==> src/rtl/owb_xfer_pkg.sv <==
package owb_xfer_pkg;
    typedef enum logic [1:0] {
        OP_SEND   = 2'b00,
        OP_RECV   = 2'b01,
        OP_XCHG   = 2'b10,
        OP_XCHG_B = 2'b11
    } xfer_op_e;

    typedef enum logic [2:0] {
        ST_IDLE,
        ST_ISSUE,
        ST_WAIT,
        ST_HOLD,
        ST_DONE
    } seq_st_e;
endpackage

==> src/rtl/owb_hold_timer.sv <==
module owb_hold_timer #(
    parameter int CYCLES_PER_MS = 125000,
    parameter int MS_W          = 8
) (
    input  logic            clk,
    input  logic            rst_n,
    input  logic            load,
    input  logic [MS_W-1:0] ms_in,
    input  logic            run,
    output logic            expire
);
    localparam int TICK_W = (CYCLES_PER_MS > 1) ? $clog2(CYCLES_PER_MS) : 1;
    localparam logic [TICK_W-1:0] TICK_TOP = TICK_W'(CYCLES_PER_MS - 1);

    typedef struct packed {
        logic [TICK_W-1:0] tick;
        logic [MS_W-1:0]   left;
    } tmr_t;

    tmr_t tmr_d, tmr_q;

    always_comb begin
        tmr_d = tmr_q;
        if (load) begin
            tmr_d.tick = TICK_TOP;
            tmr_d.left = ms_in;
        end else if (run) begin
            if (tmr_q.tick == '0) begin
                tmr_d.tick = TICK_TOP;
                tmr_d.left = tmr_q.left - 1'b1;
            end else begin
                tmr_d.tick = tmr_q.tick - 1'b1;
            end
        end
    end

    assign expire = run && (tmr_q.tick == '0) && (tmr_q.left == MS_W'(1));

    always_ff @(posedge clk or negedge rst_n) begin
        if (!rst_n) tmr_q <= '0;
        else        tmr_q <= tmr_d;
    end
endmodule

==> src/rtl/owb_rx_collect.sv <==
module owb_rx_collect #(
    parameter int DATA_W = 8,
    localparam int IDX_W = $clog2(DATA_W)
) (
    input  logic              clk,
    input  logic              rst_n,
    input  logic              capture,
    input  logic [IDX_W-1:0]  idx,
    input  logic              sample,
    output logic [DATA_W-1:0] rx
);
    logic [DATA_W-1:0] rx_d, rx_q;

    for (genvar i = 0; i < DATA_W; i++) begin : g_bit
        always_comb begin
            rx_d[i] = rx_q[i];
            if (capture && (idx == IDX_W'(i))) rx_d[i] = sample;
        end
    end

    always_ff @(posedge clk or negedge rst_n) begin
        if (!rst_n) rx_q <= '0;
        else        rx_q <= rx_d;
    end

    assign rx = rx_q;
endmodule

==> src/rtl/owb_byte_xfer.sv <==
module owb_byte_xfer
    import owb_xfer_pkg::*;
#(
    parameter int DATA_W        = 8,
    parameter int MS_W          = 8,
    parameter int CYCLES_PER_MS = 125000
) (
    input  logic              clk,
    input  logic              rst_n,
    input  logic              xfer_valid,
    input  logic [1:0]        xfer_op,
    input  logic [DATA_W-1:0] xfer_byte,
    output logic              busy,
    output logic              done,
    output logic [DATA_W-1:0] rx_byte,
    output logic              slot_start,
    output logic              slot_bit,
    input  logic              slot_done,
    input  logic              slot_sample,
    input  logic              spu_set,
    input  logic [MS_W-1:0]   spu_ms,
    input  logic              spu_enable,
    output logic              spu_drive
);
    localparam int IDX_W = $clog2(DATA_W);
    localparam logic [IDX_W-1:0] LAST_IDX = IDX_W'(DATA_W - 1);

    typedef struct packed {
        seq_st_e           st;
        logic [IDX_W-1:0]  idx;
        xfer_op_e          op;
        logic [DATA_W-1:0] tx;
        logic [MS_W-1:0]   pend;
        logic              hold;
        logic              armed;
    } seq_t;

    seq_t seq_d, seq_q;
    logic last_bit;
    logic capture;
    logic tmr_load;
    logic tmr_expire;

    assign last_bit = (seq_q.idx == LAST_IDX);
    assign capture  = (seq_q.st == ST_WAIT) && slot_done;
    assign tmr_load = capture && last_bit && seq_q.hold;

    always_comb begin
        seq_d = seq_q;
        unique case (seq_q.st)
            ST_IDLE: begin
                if (spu_set) seq_d.pend = spu_ms;
                if (xfer_valid) begin
                    seq_d.st    = ST_ISSUE;
                    seq_d.idx   = '0;
                    seq_d.op    = xfer_op_e'(xfer_op);
                    seq_d.tx    = xfer_byte;
                    seq_d.hold  = 1'b0;
                    seq_d.armed = 1'b0;
                end
            end
            ST_ISSUE: begin
                seq_d.st = ST_WAIT;
                if (last_bit) begin
                    seq_d.hold  = (seq_q.pend != '0) && (seq_q.op != OP_RECV);
                    seq_d.armed = (seq_q.pend != '0) && (seq_q.op != OP_RECV) && spu_enable;
                end
            end
            ST_WAIT: begin
                if (slot_done) begin
                    if (last_bit) begin
                        seq_d.st = seq_q.hold ? ST_HOLD : ST_DONE;
                    end else begin
                        seq_d.idx = seq_q.idx + 1'b1;
                        seq_d.st  = ST_ISSUE;
                    end
                end
            end
            ST_HOLD: begin
                if (tmr_expire) begin
                    seq_d.st    = ST_DONE;
                    seq_d.pend  = '0;
                    seq_d.hold  = 1'b0;
                    seq_d.armed = 1'b0;
                end
            end
            ST_DONE: seq_d.st = ST_IDLE;
            default: seq_d.st = ST_IDLE;
        endcase
    end

    always_ff @(posedge clk or negedge rst_n) begin
        if (!rst_n) begin
            seq_q     <= '0;
            seq_q.st  <= ST_IDLE;
            seq_q.op  <= OP_SEND;
        end else begin
            seq_q <= seq_d;
        end
    end

    owb_hold_timer #(
        .CYCLES_PER_MS(CYCLES_PER_MS),
        .MS_W         (MS_W)
    ) hold_tmr_i (
        .clk   (clk),
        .rst_n (rst_n),
        .load  (tmr_load),
        .ms_in (seq_q.pend),
        .run   (seq_q.st == ST_HOLD),
        .expire(tmr_expire)
    );

    owb_rx_collect #(
        .DATA_W(DATA_W)
    ) rx_col_i (
        .clk    (clk),
        .rst_n  (rst_n),
        .capture(capture),
        .idx    (seq_q.idx),
        .sample (slot_sample),
        .rx     (rx_byte)
    );

    assign busy       = (seq_q.st != ST_IDLE);
    assign done       = (seq_q.st == ST_DONE);
    assign slot_start = (seq_q.st == ST_ISSUE);
    assign slot_bit   = (seq_q.op == OP_RECV) ? 1'b1 : seq_q.tx[seq_q.idx];
    assign spu_drive  = (seq_q.st == ST_HOLD) && seq_q.armed;
endmodule

==> config.mk <==
export PLATFORM = sky130hd
export DESIGN_NAME = owb_byte_xfer
export DESIGN_NICKNAME = d
export VERILOG_FILES = /design/src/rtl/owb_xfer_pkg.sv /design/src/rtl/owb_hold_timer.sv /design/src/rtl/owb_rx_collect.sv /design/src/rtl/owb_byte_xfer.sv
export SDC_FILE = /design/constraint.sdc
export NUM_CORES = 1
export LEC_CHECK = 0
export ABC_AREA = 1
export ABC_CLOCK_PERIOD_IN_PS = 2100
export BUFFER_PORTS_ARGS = -buffer_cell sky130_fd_sc_hd__buf_2
export CORE_AREA = 2 2 101 103
export CTS_CLUSTER_SIZE = 24
export DETAILED_ROUTE_END_ITERATION = 12
export DIE_AREA = 0 0 103 105
export HOLD_SLACK_MARGIN = 0.02
export PLACE_DENSITY_LB_ADDON = 0.25
export SYNTH_ARGS = -nofsm -noshare
export SYNTH_HDL_FRONTEND = slang
export SYNTH_SLANG_ARGS = --single-unit
==> constraint.sdc <==
create_clock -name clk -period 2.1 [get_ports clk]
set_input_delay 0.105 -clock clk [delete_from_list [all_inputs] [get_ports clk]]
set_output_delay 0.105 -clock clk [all_outputs]
set_load 0.05 [all_outputs]
# [Word-level counts from Yosys, hierarchy flattened]
# Cells that the tools add are included.
[totals] reg_bits=59 in_bits=25 output_inout_bits=13
[classes] n_addsub=3 n_lt_le_gt_ge=1 eq_ne=20 mux=21 reduce_logical=31
[ops] cell="$mux 25" n=2
[ops] cell="$logic_not 17->1" n=1
[ops] cell="$mux 17" n=1
[ops] cell="$sub 17x1->17 const B" n=1
[ops] cell="$mux 16" n=1
[ops] cell="$mux 8" n=2
[ops] cell="$pmux 8 s2" n=1
[ops] cell="$eq 3x3->1 const B" n=5
[ops] cell="$logic_and 1x1->1" n=15
[ops] cell="$eq 3x2->1 const B" n=4
[ops] cell="$mux 3" n=4
[ops] cell="$pmux 3 s4" n=1
[ops] cell="$mux 10" n=1
[ops] cell="$ne 2x2->1 const B" n=5
[ops] cell="$eq 8x1->1 const B" n=1
[ops] cell="$reduce_and 4->1" n=2
[ops] cell="$reduce_bool 2->1" n=4
[ops] cell="$reduce_bool 8->1" n=1
[ops] cell="$sub 8x1->8 const B" n=1
[ops] cell="$eq 3x1->1 const B" n=2
[ops] cell="$logic_not 3->1" n=2
[ops] cell="$mux 6" n=1
[ops] cell="$pmux 2 s3" n=1
[ops] cell="$pmux 3 s2" n=1
[ops] cell="10 further kinds" n=16

# [Depth between registers and ports, before layout]
[depth] depth_word=6 depth_mapped=11

# [Cells and area by module]
# From an unflattened synthesis, not the netlist that was laid out.
[hier_totals] cells_unflattened=467 area_unflattened_um2=3395.8
[modules_own_cells] mod="owb_hold_timer" n_inst=1 cells_each=239 area_per_inst_um2=1646.6
[modules_own_cells] mod="owb_byte_xfer" n_inst=1 cells_each=177 area_per_inst_um2=1362.6
[modules_own_cells] mod="owb_rx_collect" n_inst=1 cells_each=51 area_per_inst_um2=386.6

# [Least setup slack after synthesis]
# Ideal clock, no wire load.
[synth_timing] path_kind="register -> register" from="register seq_q[23] (netlist name)" to="register seq_q[1] (netlist name)" setup_time_ns=0.066 t_arrival_ns=2.041 t_required_ns=2.034 slack_ns=-0.007 path_stages_with_launch=7 path_buffers=0 synth_period_minus_slack_ns=2.107 cell_sequence="dfrtp_1 inv_1 nor3_1 inv_1 nor2_1 nand3_1 nand2_1"
[synth_via] elab_cells_between_ends=11 cone_classes="eq/ne: 5; mux: 1; reduce/logical: 5"
[synth_rtl] element="start: declaration" line="owb_byte_xfer.sv:38" text="seq_t seq_d, seq_q;"
[synth_rtl] element="start signal: assignment" line="owb_byte_xfer.sv:98" text="seq_q <= seq_d;"
[synth_rtl] element="$eq 3x1->1 (*)"
[synth_rtl] element="named net slot_start" line="owb_byte_xfer.sv:16" text="output logic slot_start,"
[synth_rtl] element="$ne 2x1->1 (no line) / $reduce_bool 3->1 (equally long branches)"
[synth_rtl] element="$reduce_and 4->1 (no line)"
# Mark *: on every way through the listed nets, which the timed path passes. The rest lies on a longest branch.
# A chain may end at the register's enable or synchronous reset.

# [Worst setup path in the final report]
[layout_timing] from="register seq_q[21] (netlist name)" to="register hold_tmr_i.tmr_q[21] (netlist name)"
[layout_via] elab_chain_len=4 elab_cells_between_ends=5 cone_classes="eq/ne: 1; mux: 1; reduce/logical: 3"
[layout_rtl] element="$eq 3x3->1 (*)" line="owb_byte_xfer.sv:44" text="assign last_bit = (seq_q.idx == LAST_IDX);"
[layout_rtl] element="$logic_and 1x1->1 (*) (2 in series)" line="owb_byte_xfer.sv:46" text="assign tmr_load = capture && last_bit && seq_q.hold;"
[layout_rtl] element="$mux 25 / $reduce_bool 2->1 (equally long branches)"
[layout_rtl] element="end signal: assignment" line="owb_hold_timer.sv:41" text="else tmr_q <= tmr_d;"
[layout_rtl] element="end: declaration" line="owb_hold_timer.sv:20" text="tmr_t tmr_d, tmr_q;"
# Mark *: on every way between the ends. The rest lies on a longest branch, timed or not.

==> results by group <==
Place
  • Number of port buffers: 37
  • GPL Wtd Cong: 0.853
  • Detailed placer's ending HPWL: 5190 um

Setup path
  • Worst r2r src: seq_q[21]
  • Reg2Reg Depth: 10
  • Worst Setup EP: hold_tmr_i.tmr_q[21]
  • Critical Path AT: 2.08 ns
  • CP peak stage delay: 0.44 ns
  • Setup crit start: seq_q[21]
  • Worst endpoint required time: 2.33 ns
  • Setup crit end kind: register
  • Crit path top cell by count: nand2_1
  • Capturing point of the worst reg2reg path: hold_tmr_i.tmr_q[21]
  • CP Launch Type: register
  • R2r setup slk: 0.25 ns
  • CP max-delay cell: dfrtp_1
  • Crit-path cells: ha_1, ha_1, nand2_1, inv_1, nand3_4, nand2_8, nand2_2, nand2_1, inv_1, nand2_1
  • CP Max Fanout: 15
  • Crit path kind: reg -> reg

Floorplanning
  • Initial Util: 34.7%
  • Die Footprint: 0.0108 sq mm
  • Top-Level Pins: 38
  • FP Rows: 36
  • Core Box Area: 0.00964 sq mm
  • Die width: 103 um
  • DIE HEIGHT: 105 um

Min path
  • HP Class: in -> reg

Synthesis
  • Synthesis Warnings: 0
  • Synth Net Count: 476
  • Seq/Total Area, Yosys: 44.2%
  • Most numerous cell in the Yosys netlist: nand2_1
  • Proportion of netlist area held by the largest area contributor: 44.2%
  • Mapped cell area: 0.00334 sq mm
  • Dominant cell type by area after synthesis: dfrtp_1
  • Number of synthesized flops with an enable pin: 0
  • Predominant post-synthesis flop cell: dfrtp_1
  • Post-synth ARST share: 100%
  • Post-synthesis cell count: 441
  • Area contributors post-synth: dfrtp_1, nand2_1, nand3_1
  • Avg Cell Area, Syn: 7.58 sq um
  • Most frequent cells after synthesis: nand2_1, dfrtp_1, inv_1, nor2_1, nand3_1
  • Library cells used by synthesis: 28
  • Synth Register Bits: 59

Run
  • MaxCap Viol Count: 0

Final layout
  • Area growth from synthesis to layout: 23.1%
  • Antenna cell count: 0
  • Layout cells sized above 1: 17.7%
  • Layout Nets: 545

STA
  • Worst Skew: 0.0114 ns
  • Max-slew violation count: 0
  • Max_slew headroom: 56.2%
  • Max Clock Freq: 541 MHz
  • Worst Tran Pin Value: 0.657 ns
  • RSZ-0062 raised after global routing: false
  • Final setup viols: 0
  • Final period utilization: 88.0%
  • Min Clock Period, post-route: 1.85 ns
  • Total negative setup slack: 0 ns
  • Endpoints failing hold: 0

GRT
  • Gr ovfl total: 0
  • Pin count of the biggest net entering global routing: 34
  • First-pass GRT wire length: 13100 um
  • Vias in the first global route: 2918
  • Gr usage total: 15.2%
  • Initial antenna violation count: 0

Routing
  • Final WL: 7470 um
  • Drt via density: 4.61
  • Residual DRC: 0
  • Drt first pass iters: 4
  • Vias: 2986
  • Starting DRT DRC Count: 129
  • DR WL/cell: 11.5 um
  • Antenna Nets Post-Route: 0

Clock network
  • Reg clk slew, reported paths: 0.07 ns
  • Clk buf depth: 2
  • Num CTS Buffers: 9
  • Sinks on Clock Net: 59
  • TritonCTS clock tree: done
  • Later-pin clock latency in the skew report: 0.33 ns
  • Root Driver: clkbuf_8
  • H-tree levels: 3

Power
  • Power Total: 2.25 mW
  • Power Density: 547 mW/mm^2
  • P_leak: 2.10 nW
  • VDD IR max: 0.261 mV

Run status
  • Status: finished, final reports clean
## cells by family (layout without fill, tap and decap cells)
kind of cell	after synthesis	in the layout	synth area share [%]
AND/OR/NAND/NOR	261	262	34.4
buffers and inverters	61	134	7.97
flip-flops	59	59	44.2
AO/OA/AOI/OAI	39	39	6.18
adder cells (fa/ha/maj)	10	10	3.74
multiplexers	9	9	3.03
XOR/XNOR	2	2	0.524
## stage by stage
step           hold WS (ns)  utilization [%]  cells  area, sq um  setup WS, ns
5_1_grt              0.0396             42.7    648         4110        0.0609
6_report             0.0436             42.7    648         4110         0.251
3_5_place_dp          0.173             38.2    608         3680         0.110
3_3_place_gp          0.159             38.2    608         3680         0.159
2_1_floorplan        -0.191                -    441         3350         0.387
4_1_cts              0.0288             42.1    642         4060        0.0939
## layer usage
| layer | global-route usage (%) | part of all wire, % |
|---|---|---|
| met1 | 20.8 | 49 |
| met2 | 23.8 | 47 |
| met3 | 3.08 | 2.3 |
| met4 | 4.89 | 1.3 |
| met5 | 0 | 0 |
## worst max-delay path, delay by kind of cell (launching register included)
family	cells	cell delay, ns
buffers and inverters	2	0.13
DFF	1	0.44
adders and majority gates	2	0.41
and+or+nand+nor	6	0.75
## where the power goes
| part | switching (mW) | internal (mW) |
|---|---|---|
| clock | 0.461 | 0.575 |
| combinational | 0.0380 | 0.0418 |
| sequential | 0 | 1.14 |
| total | 0.499 | 1.75 |
## repair_timing
action	CTS	global route
hold buffers	18	0
buffers inserted	0	5
resized for setup	0	1
endpoints found under the setup margin	0	14
hold endpoints to repair	43	0
## flip-flops by register name (all words and copies together), names as in the netlist
signal            flops
hold_tmr_i.tmr_q     25
seq_q                26
rx_col_i.rx           8
## area by class of cell
type	instances	area (sq um)
fill	1034	5530
timing repair buffer	65	453
multi-input combinational	322	1620
tap	133	166
sequential	59	1480
clock inverter	5	52.6
inverter	53	199
clock buffer	11	141
## placed cells by master (no fill, tap or decap)
cell / instances
ha_1: 10
xnor2_1: 1
buf_2: 37
nand4_1: 8
nand3_2: 3
dlygate4sd3_1: 18
nor3_1: 3
nor2_4: 1
buf_12: 1
mux2_2: 9
or2_1: 2
inv_1: 51
o21ai_2: 1
nand3_4: 1
nor3_2: 1
nor2_1: 49
nand2_4: 1
buf_4: 9
nand2_8: 1
xor2_1: 1
dfrtp_1: 59
bufinv_16: 1
inv_2: 2
o21ai_1: 3
clkinvlp_4: 1
nor2_2: 6
nand3_1: 46
clkbuf_1: 1
nand2_2: 3
a21oi_1: 8
o21ai_0: 24
clkbuf_8: 10
nand2_1: 134
o211ai_1: 3
clkinv_2: 3
nand3b_1: 3
## how the worst min path moves through the flow
stage                     depth (start not counted)      start  slack, ns                   to
after CTS                                         3  spu_ms[6]       0.03             seq_q[8]
final                                             3  spu_ms[6]       0.04             seq_q[8]
after detailed placement                          1      rst_n       0.17       rx_col_i.rx[1]
after global routing                              3  spu_ms[6]       0.04             seq_q[8]
after global placement                            1      rst_n       0.16       rx_col_i.rx[1]
after floorplan                                   0      rst_n      -0.19  hold_tmr_i.tmr_q[0]
Note: power is estimated with default switching activity, not from simulation.
